$ cat src/rtl/spi_sck_pkg.sv
package spi_sck_pkg;

    typedef enum logic {
        MODE_SLAVE  = 1'b0,
        MODE_MASTER = 1'b1
    } sck_mode_e;

    typedef struct packed {
        logic valid;
        logic level;
    } sck_edge_t;

    function automatic int unsigned sat_shift(input logic [3:0] code,
                                              input int unsigned max_log);
        int unsigned c;
        c = 32'(code);
        return (c > max_log) ? max_log : c;
    endfunction

endpackage

$ cat src/rtl/spi_sck_prescaler.sv
module spi_sck_prescaler
    import spi_sck_pkg::*;
#(
    parameter int MAX_LOG = 9
) (
    input  logic       clk,
    input  logic       rst,
    input  logic       clr,
    input  logic [3:0] code,
    output logic       tick
);
    localparam int CNT_W = MAX_LOG + 1;

    logic [CNT_W-1:0] cnt_q;
    logic [CNT_W-1:0] half_m1;

    always_comb begin
        half_m1 = CNT_W'((64'd1 << sat_shift(code, MAX_LOG)) - 64'd1);
        tick    = !clr && (cnt_q >= half_m1);
    end

    always_ff @(posedge clk) begin
        if (rst || clr || tick) cnt_q <= '0;
        else                    cnt_q <= cnt_q + 1'b1;
    end


    tick_gap_chk: assert property (@(posedge clk) disable iff (rst)
        (tick && half_m1 != '0) |=> !tick);

endmodule

$ cat src/rtl/spi_sck_sync.sv
module spi_sck_sync
    import spi_sck_pkg::*;
(
    input  logic      clk,
    input  logic      rst,
    input  logic      sck_in,
    output sck_edge_t edge_o
);
    logic [2:0] sync_q;

    always_ff @(posedge clk) begin
        if (rst) sync_q <= '0;
        else     sync_q <= {sync_q[1:0], sck_in};
    end

    always_comb begin
        edge_o.valid = sync_q[1] ^ sync_q[2];
        edge_o.level = sync_q[1];
    end

endmodule

$ cat src/rtl/spi_sck_gen.sv
module spi_sck_gen
    import spi_sck_pkg::*;
#(
    parameter int FRAME_BITS = 8,
    parameter int MAX_LOG    = 9
) (
    input  logic       clk,
    input  logic       rst,
    input  logic       en,
    input  logic       master,
    input  logic       cpol,
    input  logic       cpha,
    input  logic [3:0] div_code,
    input  logic       rx_only,
    input  logic       frame_start,
    input  logic       sck_in,
    output logic       sck_out,
    output logic       sck_oe,
    output logic       sample_stb,
    output logic       shift_stb,
    output logic       frame_done
);
    localparam int EDGES = 2 * FRAME_BITS;
    localparam int IDX_W = $clog2(EDGES);
    localparam logic [IDX_W-1:0] LAST_IDX = IDX_W'(EDGES - 1);

    logic             active_q;
    logic             sck_q;
    logic             tick;
    logic [IDX_W-1:0] idx_q;
    sck_edge_t        sedge;
    sck_mode_e        mode;
    logic             edge_ev;
    logic             leading;
    logic             is_sample;
    logic             last_edge;
    logic             idx_clr;

    spi_sck_prescaler #(.MAX_LOG(MAX_LOG)) u_div (
        .clk  (clk),
        .rst  (rst),
        .clr  (!active_q),
        .code (div_code),
        .tick (tick)
    );

    spi_sck_sync u_sync (
        .clk    (clk),
        .rst    (rst),
        .sck_in (sck_in),
        .edge_o (sedge)
    );

    always_comb begin
        mode    = master ? MODE_MASTER : MODE_SLAVE;
        edge_ev = 1'b0;
        leading = 1'b0;
        idx_clr = 1'b0;
        unique case (mode)
            MODE_MASTER: begin
                edge_ev = active_q && tick;
                leading = ~idx_q[0];
                idx_clr = !active_q;
            end
            MODE_SLAVE: begin
                edge_ev = en && sedge.valid;
                leading = sedge.level != cpol;
                idx_clr = !en;
            end
            default: ;
        endcase
        is_sample = leading ^ cpha;
        last_edge = (idx_q == LAST_IDX);
    end

    always_ff @(posedge clk) begin
        if (rst) begin
            active_q   <= 1'b0;
            sck_q      <= 1'b0;
            idx_q      <= '0;
            sample_stb <= 1'b0;
            shift_stb  <= 1'b0;
            frame_done <= 1'b0;
        end else begin
            sample_stb <= edge_ev && is_sample;
            shift_stb  <= edge_ev && !is_sample;
            frame_done <= edge_ev && last_edge;

            if (edge_ev)      idx_q <= last_edge ? '0 : idx_q + 1'b1;
            else if (idx_clr) idx_q <= '0;

            if (mode != MODE_MASTER)  active_q <= 1'b0;
            else if (!active_q)       active_q <= en && (rx_only || frame_start);
            else if (tick && last_edge) active_q <= rx_only && en;

            if (!active_q)  sck_q <= cpol;
            else if (tick)  sck_q <= ~sck_q;
        end
    end

    assign sck_out = sck_q;
    assign sck_oe  = master && (en || active_q);


    idle_level_chk: assert property (@(posedge clk) disable iff (rst)
        (master && $past(master) && !$past(rst) && !active_q && !$past(active_q)
         && $stable(cpol)) |-> (sck_out == cpol));


    strobe_excl_chk: assert property (@(posedge clk) disable iff (rst)
        !(sample_stb && shift_stb));


    strobe_edge_chk: assert property (@(posedge clk) disable iff (rst)
        (master && $past(master) && (sample_stb || shift_stb))
        |-> (sck_out != $past(sck_out)));


    done_strobe_chk: assert property (@(posedge clk) disable iff (rst)
        frame_done |-> (sample_stb || shift_stb));

endmodule

$ cat config.mk
export PLATFORM = sky130hd
export DESIGN_NAME = spi_sck_gen
export DESIGN_NICKNAME = d
export VERILOG_FILES = /design/src/rtl/spi_sck_pkg.sv /design/src/rtl/spi_sck_prescaler.sv /design/src/rtl/spi_sck_sync.sv /design/src/rtl/spi_sck_gen.sv
export SDC_FILE = /design/constraint.sdc
export NUM_CORES = 1
export LEC_CHECK = 0
export BUFFER_PORTS_ARGS = -buffer_cell sky130_fd_sc_hd__buf_2
export CORE_AREA = 8 8 76 78
export DETAILED_ROUTE_END_ITERATION = 10
export DIE_AREA = 0 0 84 86
export SYNTH_ARGS = -nofsm -noshare
export SYNTH_HDL_FRONTEND = slang
export SYNTH_SLANG_ARGS = --single-unit
$ cat constraint.sdc
create_clock -name clk -period 2.4 [get_ports clk]
set_input_delay 0.12 -clock clk [delete_from_list [all_inputs] [get_ports clk]]
set_output_delay 0.12 -clock clk [all_outputs]
set_load 0.02 [all_outputs]
==> impl_metrics.csv, run 1 <==
group,metric,value,unit
finish,stdcell_area,1649,um2
floorplanning,die_h,86,um
setup_path,crit_path_max_fanout,4,
power,switching_power,0.1730,mW
synthesis,synthCells,150,
run,maxCapViolCount,0,
setup_path,worst_ep_arrival_time,2.40,ns
clock_tree,clk_pin_slew,0.08,ns
power,power,0.8082,mW
power,leakage,0.7018,nW
synthesis,synth-seq-cells,22,
setup_path,ff2ff_setup_slack,0.41,ns
clock_tree,htree_num_levels,1,
drt,drt_first_pass_iters,4,
place,pre_cts_ws,-0.1572,ns
synthesis,syn_nets,176,
clock_tree,clock_latency,0.26,ns
synthesis,synth_flop_cell,"dfxtp_1",
drt,vias,1110,
hold_path,hp-class,"primary input to register",
clock_tree,clock_sinks,22,
timing,setup_violations,0,
drt,wl_per_cell,11.61,um
setup_path,crit_chain,"buf_2 > nor2_4 > nand3b_1 > ha_2 > nor3_4 > mux2i_1 > nor2_1 > a21oi_1 > ha_1 > nand4_1 > o21ai_4 > a21oi_4 > or4b_1 > o311ai_1",
setup_path,crit_type,"primary input to register",
power,p_clk_frac,0.425,
drt,wl,2694,um
clock_tree,cts_buffer_depth,2,
setup_path,required,2.57,ns
finish,n_antenna_cell,0,
drt,drcViolationCount,0,
timing,skew,0.006435,ns
synthesis,netlist_area,1318,um2
power,p_seq_frac,0.464,
power,p_int,0.6352,mW
place,place_congestion,0.7597,
synthesis,async_flop_share,0,
power,swShare,0.2140,
floorplanning,start_util,0.2865,
setup_path,worst_setup_path_end_kind,"register",
floorplanning,fp-row-count,25,
timing,fin_ws,0.1653,ns
clock_tree,numCtsBuffers,3,
outcome,status,"finished, final reports clean",
power,peakVddDrop,0.1835,mV
global_route,antenna_found_initial,0,
setup_path,cp-start-kind,"primary input",
drt,avgViaCountPerCell,4.784,
floorplanning,ios,18,
setup_path,crit_path_max_incr_delay,0.48,ns
timing,period_share,0.9311,
timing,finalHoldViolations,0,
clock_tree,cts_hold_buf,0,
finish,fill_cells,461,
drt,antenna_left,0,
drt,drt_iter0_drc,66,
timing,fin_crit,2.235,ns
floorplanning,dieArea,7224,um2
global_route,grt.total_usage,0.07546,
finish,syn_to_final_growth,25.17,%
synthesis,yosys_warnings,0,
finish,drive_above_1_share,0.2584,
synthesis,synth_cell_types,44,
synthesis,synth.avg_cell_area,8.783,um2
floorplanning,core,4598,um2
place,port_buffers,17,
place,dpl_cell_area,1533,um2
global_route,grt_pass1_vias,1055,
clock_tree,cts_tree,"yes",
power,power_density,490.1,nW/um2
timing,hold-worst-slack,0.06565,ns
global_route,grt_pass1_wl,4664,um
timing,timing.fmax,447.5,MHz
finish,fin_util,0.3586,
timing,slew_viol_final,0,
global_route,overflow,0,
clock_tree,clockRootBuffer,"clkbuf_8",
finish,final_nets,205,
setup_path,worst_path_max_delay_cell,"or4b_1",
global_route,grt_max_degree,14,
floorplanning,die_width,84,um
power,pwr-share-comb,0.112,
place,place_hpwl,2101,um
synthesis,synth_edf_count,0,
synthesis,yosysSeqAreaShare,0.3343,
-- power by group through the flow --
stage	sequential, mW	combinational [mW]	clock (mW)
after global placement	0.383	0.0851	0
after floorplan	0.383	0.0504	0
after detailed placement	0.383	0.0861	0
final	0.375	0.0904	0.343
after CTS	0.374	0.0867	0.351
after global routing	0.376	0.103	0.368
-- path summary, 6_finish.rpt --
check	from	end	cells after the start
worst max register to register	u_div.cnt_q[0]	idx_q[2]	8
worst max-delay path	div_code[3]	sck_out	14
worst min-delay path	sck_in	u_sync.sync_q[0]	2
worst min register to register	u_sync.sync_q[0]	u_sync.sync_q[1]	1
-- cells in the mapped netlist (2+ instances only) --
| master | number | area [um2] |
|---|---|---|
| clkbuf_1 | 2 | 7.510 |
| dfxtp_1 | 22 | 440.4 |
| a21oi_2 | 2 | 17.52 |
| ha_1 | 13 | 162.7 |
| nor3_1 | 3 | 15.01 |
| a21o_1 | 3 | 22.52 |
| a21oi_1 | 6 | 30.03 |
| xnor2_1 | 4 | 35.03 |
| nand3b_1 | 2 | 15.01 |
| o21a_1 | 2 | 15.01 |
| nand3_1 | 9 | 45.04 |
| nor2b_1 | 4 | 25.02 |
| nand2b_1 | 2 | 12.51 |
| nand2_1 | 10 | 37.54 |
| a211o_1 | 2 | 17.52 |
| and3_1 | 2 | 12.51 |
| nor2_1 | 21 | 78.83 |
| inv_1 | 4 | 15.01 |
| o21ai_0 | 5 | 25.02 |
| xor2_1 | 8 | 70.07 |
-- state kept, by name, indices dropped and copies added, names as in the netlist --
register and cells:
idx_q 4, frame_done 1, shift_stb 1, active_q 1, sample_stb 1, u_sync.sync_q 3, u_div.cnt_q 10, sck_out 1
-- area by class of cell --
class / instances / area [um2] / share of cell area
clock buffer: 3 / 41.29 / 0.02504
sequential: 22 / 440.4 / 0.2671
tap: 54 / 67.56 / 0.04097
timing repair buffer: 27 / 160.2 / 0.09712
inverter: 4 / 15.01 / 0.009105
multi-input combinational: 121 / 894.6 / 0.5425
clock inverter: 1 / 30.03 / 0.01821
-- cells in the final DEF, fill, tap and decap left out, types with 5 or more instances in the layout --
master / Yosys / final
dfxtp_1: 22 / 22
nor2_1: 21 / 20
buf_2: 1 / 17
ha_1: 13 / 12
nand2_1: 10 / 10
buf_4: 0 / 10
nand3_1: 9 / 9
xor2_1: 8 / 8
a21oi_1: 6 / 6
o21ai_0: 5 / 5
-- kinds of logic (layout without fill, tap and decap cells) --
logic type | Yosys count | after routing | share of synthesized area
XOR/XNOR | 12 | 12 | 0.07977
other | 1 | 1 | 0.002846
adder cells (fa/ha/maj) | 13 | 13 | 0.1235
buffers and inverters | 7 | 35 | 0.02089
AND/OR/NAND/NOR | 61 | 61 | 0.2346
AO/OA/AOI/OAI | 33 | 33 | 0.1966
flip-flops | 22 | 22 | 0.3343
multiplexers | 1 | 1 | 0.007598
-- stage by stage --
step,setup TNS (ns),std cells
after floorplan,0,150
after global placement,-0.9050,227
after detailed placement,-1.999,227
after CTS,0,231
after global routing,-0.08519,232
final,0,232
-- critical path, delay by kind of cell --
family | cells | cell delay, ns
simple gates | 6 | 1.04
mux | 1 | 0.09
buf+inv | 1 | 0.12
fa+ha+maj | 2 | 0.52
compound gates | 4 | 0.52
-- per-layer routing --
metal | track usage | routed length (um) | vias to the layer above
li1 | - | - | 583
met1 | 0.09879 | 1326 | 502
met2 | 0.1144 | 1189 | 21
met3 | 0.01517 | 131 | 4
met4 | 0.03768 | 46 | 0
met5 | 0 | 0 | -
-- timing repair --
action                     in CTS  in global routing
setup buffers                   0                  1
setup endpoints to repair       0                 15
gates resized for setup         0                  6
Power figures use the tool's default switching activity.
==> run 2: changes to the inputs <==
--- a/config.mk
+++ b/config.mk
@@ -6,9 +6,9 @@
 export NUM_CORES = 1
 export LEC_CHECK = 0
 export BUFFER_PORTS_ARGS = -buffer_cell sky130_fd_sc_hd__buf_2
-export CORE_AREA = 8 8 76 78
+export CORE_AREA = 8 8 71 73
 export DETAILED_ROUTE_END_ITERATION = 10
-export DIE_AREA = 0 0 84 86
+export DIE_AREA = 0 0 79 81
 export SYNTH_ARGS = -nofsm -noshare
 export SYNTH_HDL_FRONTEND = slang
 export SYNTH_SLANG_ARGS = --single-unit
==> run 2 against run 1 <==
Effect of this change: maximum frequency is essentially flat; routed wire length grew 3.5%; cell count shrank 1.3%; critical path depth is the same; sequential share of layout area shrank 0.20 points; core utilization grew 6.6 points; first-iteration DRC count shrank 52%; via count grew 4.5%; global-route usage grew 1.9 points; critical endpoint unchanged.
==> impl_metrics.csv, run 2 (synthesized netlist as in run 1, its figures left out) <==
group,metric,value,unit
outcome,status,"finished, final reports clean",
place,place_congestion,0.8619,
global_route,grt_pass1_vias,1163,
timing,period_share,0.9308,
power,peakVddDrop,0.2635,mV
hold_path,hold_depth,2,
global_route,overflow,0,
floorplanning,die_h,81,um
finish,drive_above_1_share,0.2626,
floorplanning,dieArea,6399,um2
hold_path,hp-class,"primary input to register",
timing,timing.fmax,447.7,MHz
finish,fill_cells,411,
clock_tree,numCtsBuffers,3,
drt,wl_per_cell,12.17,um
finish,stdcell_area,1662,um2
clock_tree,cts_buffer_depth,2,
timing,rsz0062_at_grt,"true",
drt,vias,1160,
floorplanning,fp-row-count,23,
setup_path,worst_setup_path_end_kind,"register",
global_route,grt_pass1_wl,4919,um
timing,finalHoldViolations,0,
setup_path,ff2ff_setup_slack,0.50,ns
setup_path,cp-start-kind,"primary input",
finish,fin_util,0.4246,
clock_tree,clock_sinks,22,
clock_tree,htree_num_levels,1,
floorplanning,ios,18,
global_route,grt_max_degree,13,
place,pre_cts_ws,-0.2482,ns
finish,final_common_cell,"dfxtp_1",
clock_tree,clock_latency,0.26,ns
finish,n_antenna_cell,0,
clock_tree,clk_pin_slew,0.07,ns
finish,instances_no_fill,229,
setup_path,crit_type,"primary input to register",
timing,fin_ws,0.1662,ns
global_route,antenna_found_initial,0,
drt,avgViaCountPerCell,5.066,
setup_path,r2r_start,"u_div.cnt_q[0]",
timing,fin_crit,2.234,ns
timing,slew_viol_final,0,
drt,drt_iter0_drc,32,
finish,syn_to_final_growth,26.12,%
global_route,grt.total_usage,0.09434,
setup_path,required,2.57,ns
finish,top_regs,"u_div.cnt_q: 10 flops, idx_q: 4 flops, u_sync.sync_q: 3 flops",
setup_path,r2r_end,"idx_q[2]",
timing,skew,0.002338,ns
run,maxCapViolCount,0,
power,leakage,0.7080,nW
setup_path,critPathLaunch,"div_code[3]",
drt,wl,2788,um
power,power,0.7308,mW
finish,layout_common_cells,"dfxtp_1 (22), nor2_1 (20), buf_2 (15)",
finish,largest_reg_flops,10,
clock_tree,cts_hold_buf,0,
timing,setup_violations,0,
drt,antenna_left,0,
clock_tree,cts_tree,"yes",
place,port_buffers,17,
place,place_hpwl,2224,um
timing,setup_tns,0,ns
drt,drcViolationCount,0,
finish,regMostFlops,"u_div.cnt_q",
setup_path,reg2regPathDepth,8,
setup_path,worst_ep_arrival_time,2.41,ns
timing,hold-worst-slack,0.06456,ns
floorplanning,start_util,0.3366,
floorplanning,core,3914,um2
hold_path,min_to,"u_sync.sync_q[0]",
floorplanning,die_width,79,um
hold_path,holdCritStartpoint,"sck_in",
drt,drt_first_pass_iters,4,
power,power_density,439.8,nW/um2
setup_path,crit_path_max_fanout,4,
place,dpl_cell_area,1535,um2
place,place_inst,224,
finish,final_nets,206,
clock_tree,clockRootBuffer,"clkbuf_8",
run 2: cell types whose count changed in the layout (fill, tap and decap cells not counted):
cell / previous run / this run
bufinv_16: 1 / 0
buf_4: 10 / 11
buf_8: 0 / 1
buf_6: 0 / 1
clkbuf_8: 3 / 4
ha_4: 0 / 1
ha_2: 1 / 0
buf_2: 17 / 15
run 2: power by group:
| part | internal (mW) | leakage [nW] | switching, mW |
|---|---|---|---|
| logic | 0.0466 | 0.501 | 0.0497 |
| registers | 0.370 | 0.178 | 0.00477 |
| clock network | 0.146 | 0.0288 | 0.114 |
| total | 0.563 | 0.708 | 0.168 |
run 2: area by class of cell:
| class | instances | area, um2 | share of cell area |
|---|---|---|---|
| multi-input combinational | 121 | 904.6 | 0.5444 |
| timing repair buffer | 28 | 183.9 | 0.1107 |
| inverter | 4 | 15.01 | 0.009036 |
| tap | 50 | 62.56 | 0.03765 |
| sequential | 22 | 440.4 | 0.2651 |
| clock buffer | 4 | 55.05 | 0.03313 |
run 2: how the worst max path moves through the flow:
stage / to / slack (ns) / cells after the start
floorplan: idx_q[2] / 0.02 / 14
global placement: idx_q[3] / -0.09 / 14
detailed placement: idx_q[3] / -0.25 / 14
CTS: idx_q[3] / 0.02 / 14
global route: sck_out / -0.01 / 14
finish: sck_out / 0.17 / 14
run 2: critical path: stages:
cell      delay [ns]
buf_8           0.10
nor2_4          0.11
nand3b_1        0.13
ha_4            0.20
nor3_4          0.13
mux2i_1         0.09
nor2_1          0.10
a21oi_1         0.05
ha_1            0.30
nand4_1         0.14
o21ai_4         0.27
a21oi_4         0.11
or4b_1          0.47
o311ai_1        0.08
run 2: repair_timing:
item | in CTS | in global routing
endpoints found under the setup margin | 0 | 19
resized for setup | 0 | 12
buffers inserted | 0 | 1
run 2: layer usage:
metal,global-route usage,wire [um],share of wire
met5,0,0,0
met4,0.04630,49,0.018
met3,0.02318,119,0.043
met2,0.1684,1362,0.49
met1,0.1024,1256,0.45
